--- config.mk ---
export PLATFORM = sky130hd
export DESIGN_NAME = bus_glue
export DESIGN_NICKNAME = d
export VERILOG_FILES = /design/src/rtl/bus_glue_pkg.sv /design/src/rtl/bus_addr_latch.sv /design/src/rtl/bus_win_decode.sv /design/src/rtl/bus_strobe_ctl.sv /design/src/rtl/bus_chip_sel.sv /design/src/rtl/bus_led_reg.sv /design/src/rtl/bus_glue.sv
export SDC_FILE = /design/constraint.sdc
export NUM_CORES = 1
export LEC_CHECK = 0
export ABC_AREA = 0
export BUFFER_PORTS_ARGS = -buffer_cell sky130_fd_sc_hd__buf_4
export CAP_MARGIN = 20
export CORE_ASPECT_RATIO = 1.25
export CORE_MARGIN = 2
export CORE_UTILIZATION = 42
export CTS_BUF_LIST = sky130_fd_sc_hd__clkbuf_16
export DETAILED_ROUTE_END_ITERATION = 8
export PLACE_DENSITY = 0.83
export SYNTH_ARGS = -nofsm -noshare
export SYNTH_HDL_FRONTEND = slang
export SYNTH_HIERARCHICAL = 1
export SYNTH_SLANG_ARGS = --single-unit
--- constraint.sdc ---
create_clock -name clk_i -period 2 [get_ports clk_i]
set_clock_uncertainty 0.2 [all_clocks]
set_input_delay 0 -clock clk_i [delete_from_list [all_inputs] [get_ports clk_i]]
set_output_delay 0 -clock clk_i [all_outputs]
set_load 0.01 [all_outputs]
--- src/rtl/bus_glue_pkg.sv ---
`timescale 1ns/1ps
package bus_glue_pkg;

  localparam int unsigned NUM_WIN = 4;

  typedef enum logic [1:0] {
    WIN_ROM = 2'd0,
    WIN_RAM = 2'd1,
    WIN_LED = 2'd2,
    WIN_IOX = 2'd3
  } win_e;

  typedef struct packed {
    logic iox;
    logic led;
    logic ram;
    logic rom;
  } win_hit_t;

  typedef struct packed {
    logic fetch;
    logic data_rd;
    logic data_wr;
  } acc_t;

endpackage

--- src/rtl/bus_addr_latch.sv ---
`timescale 1ns/1ps
module bus_addr_latch #(
  parameter int unsigned LO_W = 8
) (
  input  logic            clk_i,
  input  logic            rst_ni,
  input  logic            ale_i,
  input  logic [LO_W-1:0] ad_i,
  output logic [LO_W-1:0] lo_o
);

  logic [LO_W-1:0] lo_q;

  always_ff @(posedge clk_i or negedge rst_ni) begin
    if (!rst_ni)    lo_q <= '0;
    else if (ale_i) lo_q <= ad_i;
  end

  assign lo_o = lo_q;

endmodule

--- src/rtl/bus_win_decode.sv ---
`timescale 1ns/1ps
module bus_win_decode #(
  parameter int unsigned    ADDR_W   = 16,
  parameter logic [ADDR_W-1:0] BASE  = '0,
  parameter int unsigned    FULL_LSB = 0,
  parameter int unsigned    PART_LSB = 0
) (
  input  logic [ADDR_W-1:0] addr_i,
  input  logic              partial_i,
  output logic              hit_o
);

  localparam int unsigned EFF_PART = (PART_LSB > FULL_LSB) ? PART_LSB : FULL_LSB;
  localparam logic [ADDR_W-1:0] ONES      = {ADDR_W{1'b1}};
  localparam logic [ADDR_W-1:0] FULL_MASK = ONES << FULL_LSB;
  localparam logic [ADDR_W-1:0] PART_MASK = ONES << EFF_PART;

  logic [ADDR_W-1:0] diff;
  logic              full_hit, part_hit;

  assign diff     = addr_i ^ BASE;
  assign full_hit = ~|(diff & FULL_MASK);
  assign part_hit = ~|(diff & PART_MASK);
  assign hit_o    = partial_i ? part_hit : full_hit;

endmodule

--- src/rtl/bus_strobe_ctl.sv ---
`timescale 1ns/1ps
module bus_strobe_ctl
  import bus_glue_pkg::*;
(
  input  logic psen_ni,
  input  logic rd_ni,
  input  logic wr_ni,
  output acc_t acc_o,
  output logic rom_oe_no,
  output logic ram_oe_no,
  output logic ram_we_no
);

  // fetch wins if the core ever drives both strobes
  always_comb begin
    acc_o.fetch   = ~psen_ni;
    acc_o.data_rd = psen_ni & ~rd_ni;
    acc_o.data_wr = psen_ni & ~wr_ni;
  end

  // active-low AND == active-high OR
  assign ram_oe_no = psen_ni & rd_ni;
  assign rom_oe_no = psen_ni;
  assign ram_we_no = wr_ni;

endmodule

--- src/rtl/bus_chip_sel.sv ---
`timescale 1ns/1ps
module bus_chip_sel
  import bus_glue_pkg::*;
(
  input  win_hit_t hit_i,
  input  acc_t     acc_i,
  output logic     rom_ce_no,
  output logic     ram_ce_no,
  output logic     iox_ce_no,
  output logic     led_we_o
);

  logic data_acc;
  logic periph_data;

  always_comb begin
    data_acc    = acc_i.data_rd | acc_i.data_wr;
    periph_data = data_acc & (hit_i.led | hit_i.iox);
    rom_ce_no   = ~hit_i.rom;
    ram_ce_no   = ~(hit_i.ram & ~periph_data);
    iox_ce_no   = ~(hit_i.iox & data_acc);
    led_we_o    = hit_i.led & acc_i.data_wr;
  end

endmodule

--- src/rtl/bus_led_reg.sv ---
`timescale 1ns/1ps
module bus_led_reg #(
  parameter int unsigned DATA_W = 8
) (
  input  logic              clk_i,
  input  logic              rst_ni,
  input  logic              we_i,
  input  logic [DATA_W-1:0] d_i,
  output logic [DATA_W-1:0] q_o
);

  logic [DATA_W-1:0] q;

  always_ff @(posedge clk_i or negedge rst_ni) begin
    if (!rst_ni)   q <= '0;
    else if (we_i) q <= d_i;
  end

  assign q_o = q;

endmodule

--- src/rtl/bus_glue.sv ---
`timescale 1ns/1ps
module bus_glue
  import bus_glue_pkg::*;
#(
  parameter int unsigned ADDR_W   = 16,
  parameter int unsigned DATA_W   = 8,
  parameter int unsigned PART_LSB = 12,
  parameter logic [ADDR_W-1:0] ROM_BASE = 16'h0000,
  parameter logic [ADDR_W-1:0] RAM_BASE = 16'h8000,
  parameter logic [ADDR_W-1:0] LED_BASE = 16'hF000,
  parameter logic [ADDR_W-1:0] IOX_BASE = 16'hD000,
  parameter int unsigned ROM_LSB  = 15,
  parameter int unsigned RAM_LSB  = 15,
  parameter int unsigned LED_LSB  = 0,
  parameter int unsigned IOX_SEL_W = 2
) (
  input  logic                 clk_i,
  input  logic                 rst_ni,
  input  logic                 partial_i,
  input  logic                 ale_i,
  input  logic [DATA_W-1:0]    ad_i,
  input  logic [ADDR_W-DATA_W-1:0] addr_hi_i,
  input  logic                 psen_ni,
  input  logic                 rd_ni,
  input  logic                 wr_ni,
  output logic [ADDR_W-1:0]    mem_addr_o,
  output logic                 eeprom_ce_no,
  output logic                 eeprom_oe_no,
  output logic                 sram_ce_no,
  output logic                 sram_oe_no,
  output logic                 sram_we_no,
  output logic                 iox_ce_no,
  output logic [IOX_SEL_W-1:0] iox_sel_o,
  output logic [DATA_W-1:0]    led_o
);

  localparam int unsigned LSB_W = 8;
  localparam logic [NUM_WIN*ADDR_W-1:0] WIN_BASE = {IOX_BASE, LED_BASE, RAM_BASE, ROM_BASE};
  localparam logic [NUM_WIN*LSB_W-1:0]  WIN_LSB  = {
    LSB_W'(IOX_SEL_W), LSB_W'(LED_LSB), LSB_W'(RAM_LSB), LSB_W'(ROM_LSB)};

  logic [DATA_W-1:0]  addr_lo;
  logic [ADDR_W-1:0]  addr;
  logic [NUM_WIN-1:0] hit_vec;
  win_hit_t           hit;
  acc_t               acc;
  logic               led_we;

  bus_addr_latch #(.LO_W(DATA_W)) u_latch (
    .clk_i  (clk_i),
    .rst_ni (rst_ni),
    .ale_i  (ale_i),
    .ad_i   (ad_i),
    .lo_o   (addr_lo)
  );

  assign addr = {addr_hi_i, addr_lo};

  // code memories are split on the top bit only; mode affects peripherals
  for (genvar w = 0; w < NUM_WIN; w++) begin : g_win
    bus_win_decode #(
      .ADDR_W   (ADDR_W),
      .BASE     (WIN_BASE[w*ADDR_W +: ADDR_W]),
      .FULL_LSB (int'(WIN_LSB[w*LSB_W +: LSB_W])),
      .PART_LSB (PART_LSB)
    ) u_dec (
      .addr_i    (addr),
      .partial_i (partial_i),
      .hit_o     (hit_vec[w])
    );
  end

  assign hit = win_hit_t'(hit_vec);

  bus_strobe_ctl u_strobe (
    .psen_ni   (psen_ni),
    .rd_ni     (rd_ni),
    .wr_ni     (wr_ni),
    .acc_o     (acc),
    .rom_oe_no (eeprom_oe_no),
    .ram_oe_no (sram_oe_no),
    .ram_we_no (sram_we_no)
  );

  bus_chip_sel u_sel (
    .hit_i     (hit),
    .acc_i     (acc),
    .rom_ce_no (eeprom_ce_no),
    .ram_ce_no (sram_ce_no),
    .iox_ce_no (iox_ce_no),
    .led_we_o  (led_we)
  );

  bus_led_reg #(.DATA_W(DATA_W)) u_led (
    .clk_i  (clk_i),
    .rst_ni (rst_ni),
    .we_i   (led_we),
    .d_i    (ad_i),
    .q_o    (led_o)
  );

  assign mem_addr_o = addr;
  assign iox_sel_o  = addr[IOX_SEL_W-1:0];

endmodule

# [After elaboration in Yosys (flattened, before gate mapping)]
# Index checks and enable logic that the tools add are counted.
[classes] n_addsub=0 mul=0 div=0 magnitude_cmp=0 eq_ne=0 shift=0 muxes=2 n_bitwise=16 n_reduce_logical=8
[op_table] cell="16-bit OR reduction" count=1
[op_table] cell="14-bit OR reduction" count=1
[op_table] cell="4-bit OR reduction" count=2
[op_table] cell="1-bit bitwise AND" count=7
[op_table] cell="1-bit NOT" count=5
[op_table] cell="1-bit zero test" count=4
[op_table] cell="4-bit NOT" count=1
[op_table] cell="3-bit NOT" count=1
[op_table] cell="1-bit 2-to-1 mux" count=2
[op_table] cell="1-bit bitwise OR" count=2
[totals] ff_bits=16 latchBits=0 mem_bits_rw=0 rom_bits=0 inputBits=23 output_inout_bits=32 word_cells=28 n_memories=0

# [Longest topological paths before layout]
[logic_depth] word_depth=9 mapped_depth=6 depth_no_buf=5

# [Hierarchy]
# The synthesis kept the hierarchy.
[modules_own_cells] module="bus_addr_latch" n_inst=1 cells_each=17 area_each_um2=331.6 seq_area_each_um2=200.2
[modules_own_cells] module="bus_led_reg" n_inst=1 cells_each=17 area_each_um2=331.6 seq_area_each_um2=200.2
[modules_own_cells] module="bus_glue" n_inst=1 cells_each=10 area_each_um2=75.1 seq_area_each_um2=0.0
[modules_own_cells] module="bus_strobe_ctl" n_inst=1 cells_each=6 area_each_um2=41.3 seq_area_each_um2=0.0
[modules_own_cells] module="bus_win_decode (g_win[2].u_dec)" n_inst=1 cells_each=6 area_each_um2=41.3 seq_area_each_um2=0.0
[modules_own_cells] module="bus_win_decode (g_win[3].u_dec)" n_inst=1 cells_each=6 area_each_um2=35.0 seq_area_each_um2=0.0
[modules_own_cells] module="bus_chip_sel" n_inst=1 cells_each=5 area_each_um2=26.3 seq_area_each_um2=0.0
[modules_own_cells] module="bus_win_decode (g_win[1].u_dec)" n_inst=1 cells_each=1 area_each_um2=7.5 seq_area_each_um2=0.0
[modules_own_cells] module="bus_win_decode (g_win[0].u_dec)" n_inst=1 cells_each=1 area_each_um2=3.8 seq_area_each_um2=0.0

# [Least setup slack after synthesis]
# No wires, ideal clock.
[synth_path] path_kind="register to register" startpoint="register u_latch.lo_q[2] (netlist: u_latch/lo_o[2])" endpoint="register u_led.q[0] (netlist: u_led/q_o[0])" setup_ns=0.125 arrival_time_ns=1.472 t_required_ns=1.675 path_slack_ns=0.202 stages_incl_launch_ff=7 n_path_buf=1 synth_period_minus_slack_ns=1.798 cell_sequence="dfrtp_1 nor4_1 a31oi_1 nor2_1 and2_2 buf_6 mux2_4"
[synth_rtl] element="start: declaration" line_no="bus_addr_latch.sv:12" text="logic [LO_W-1:0] lo_q;"
[synth_rtl] element="start signal: assignment" line_no="bus_addr_latch.sv:16" text="else if (ale_i) lo_q <= ad_i;"
[synth_rtl] element="end signal: assignment" line_no="bus_led_reg.sv:16" text="else if (we_i) q <= d_i;"
[synth_rtl] element="end: declaration" line_no="bus_led_reg.sv:12" text="logic [DATA_W-1:0] q;"

==> results.md <==
* Outcome: complete, but fails checks
* Failing checks: hold timing
* Global-route wire length before repair at 3567 um
* Final setup fails at 0
* DRC violations left at 0
* Largest net degree at the start of global routing at 17
* Syn. warnings at 6
* Pwr per Cell Area at 733.8 nW/um^2
* Die Y at around 55 um
* Slowest-stage cell, CP: dfrtp_1
* Vias in the first global route at 814
* Worst path max stage delay at between 0.4 and 0.5 ns
* Clock slew at reported path FFs at 0.05 ns
* Antenna viol nets, final at 0
* Min-delay src: psen_ni
* Avg Cell Area, Syn at around 13 um^2
* Htree depth at 1
* Die W at 45.17 um
* Clock Latency Late Sink at about 0.24 ns
* Clock Path Buffers at 2
* First-iteration detailed-routing DRC count at 5
* # diodes at 0
* Worst r2r path cells at 5
* R2R Setup Slk at around 0.064 ns
* Row Count at 18
* Vias at 767
* GRT Overall Usage at roughly 20%
* Syn_nets at 91
* Final Hold Vio Count at 1
* Worst Hold Class: in2out
* Mapped Cells at a little under 70
* Power, Total at approximately 1.1 mW
* Leakage at 0.7353 nW
* Hold EP: eeprom_oe_no
* Area grow syn2layout at 61.18%
* Peak VDD IR at 0.0005916 V
* Final worst path period share at approximately 97%
* R2R Path End: u_led/q_o[0]
* Pint at 0.8025 mW
* RSZ-0062 raised after global routing: yes
* Placeable core area at 1982 um^2
* CTS tree: done
* Reg2reg start: u_latch/lo_o[4]
* Critical Path Start Type: register
* First-pass DRT Iterations at 4
* Detailed placer's ending HPWL at 1659 um
* Crit end category: register
* Final wirelength at ~2300 um
* Worst-path cell chain: nor4_2, a31oi_1, nor2_1, and2_4, mux2_4
* Final min period at 1.936 ns
* WHS at -0.003460 ns
* Slew @ Worst Pin at 0.6975 ns
* CP startpoint: u_latch/lo_o[4]
* Clock network fraction of total power at 35.9%
* Mapped Area at 889.6 um^2
* Initial antenna violation count at 0
* IO Count at 55
* RePlAce Congestion at ~0.71
* Reg power frac at between 30% and 40%
* Final std cells w/o fill at 147
* Slew headroom at a little over half
* Net Sw Frac at 23.74%
* Max-slew violations at 0
* Worst EP arrival at 1.86 ns
* Required time worst endpoint at 1.93 ns
* Crit Path Category: reg2reg
* Num CTS Buffers at 3
* Clk root buf: clkbuf_16
* Layout cells sized above 1 at between 60% and 70%
* Port Buffers at 54
* Routed WL per cell at 15.80 um
* Switch Pwr at approximately 0.25 mW
* NumNets Final at 152
* Die ar. at 2505 um^2
* GR Overflow Total at 0
* Hold Path Stages at 2
* MaxCap Viol Count at 0
* Initial core utilization at 44.89%
* Fmax at 516.4 MHz
* Critical-path maximum fanout at 8
* Via density at 5.218
* Placed Instances at 130
* Comb power frac at 26.6%
* Clk sink count at 16
==> registers in the layout, summed over array words and instances (netlist names) <==
name and cells:
u_latch/lo_o 8, u_led/q_o 8
==> worst max path at each step <==
stage                              end  cells past startpoint
after CTS                 u_led/q_o[0]                      5
after detailed placement  u_led/q_o[0]                      5
after global routing      u_led/q_o[0]                      5
after floorplan           u_led/q_o[0]                      6
final                     u_led/q_o[0]                      5
after global placement    u_led/q_o[1]                      5
==> layout by cell type (no fill, tap or decap), drive strengths merged, types with 2 or more instances in the layout <==
cell type	instances
buf	59
mux2	16
dfrtp	16
dlygate4sd3	12
nor4	5
clkbuf	3
nor2	3
inv	2
a31oi	2
and2	2
==> layer usage <==
layer,wire length (um),vias up,global-route usage (%),part of all wire [%]
li1,-,347,-,-
met5,0,-,0,0
met4,52,0,8.403,2.2
met3,217,7,3.595,9.3
met1,757,369,21.92,33
met2,1295,44,34.29,56
==> stage by stage <==
step	worst slack (ns)	cell area [um^2]	setup TNS, ns	util, %	hold slack, ns
global route	-0.04288	1434	-0.2980	72.35	0.009059
detailed placement	0.02860	1222	0	61.68	-0.3311
finish	0.06360	1434	0	72.35	-0.003460
floorplan	0.2024	889.6	0	-	-0.4956
CTS	0.01393	1418	0	71.53	0.0005424
global placement	0.07088	1222	0	61.68	-0.3391
==> layout make-up <==
| class | instances | area, um^2 |
|---|---|---|
| well taps | 20 | 25.02 |
| flip-flops and latches | 16 | 400.4 |
| repair buffers | 71 | 563.0 |
| fillers | 149 | 548.0 |
| multi-input cells | 35 | 362.8 |
| inverters | 2 | 7.507 |
| clock buffers | 3 | 75.07 |
==> critical path, delay by kind of cell (launching register included) <==
family,cells,cell delay (ns)
compound gates,1,0.12
flops,1,0.42
mux,1,0.32
simple gates,3,0.76
==> repair_timing <==
item                                    in CTS  in global routing
setup buffers                                0                  2
hold endpoints to repair                    33                  0
hold buffers                                12                  0
gates resized for setup                      0                  1
endpoints found under the setup margin       0                  8
==> power by group through the flow <==
stage	clock network, mW	logic (mW)	registers (mW)
after floorplan	0	0.107	0.413
after global placement	0	0.250	0.397
after detailed placement	0	0.257	0.398
after CTS	0.384	0.277	0.395
after global routing	0.397	0.297	0.400
final	0.378	0.279	0.395
Power figures use the tool's default switching activity.
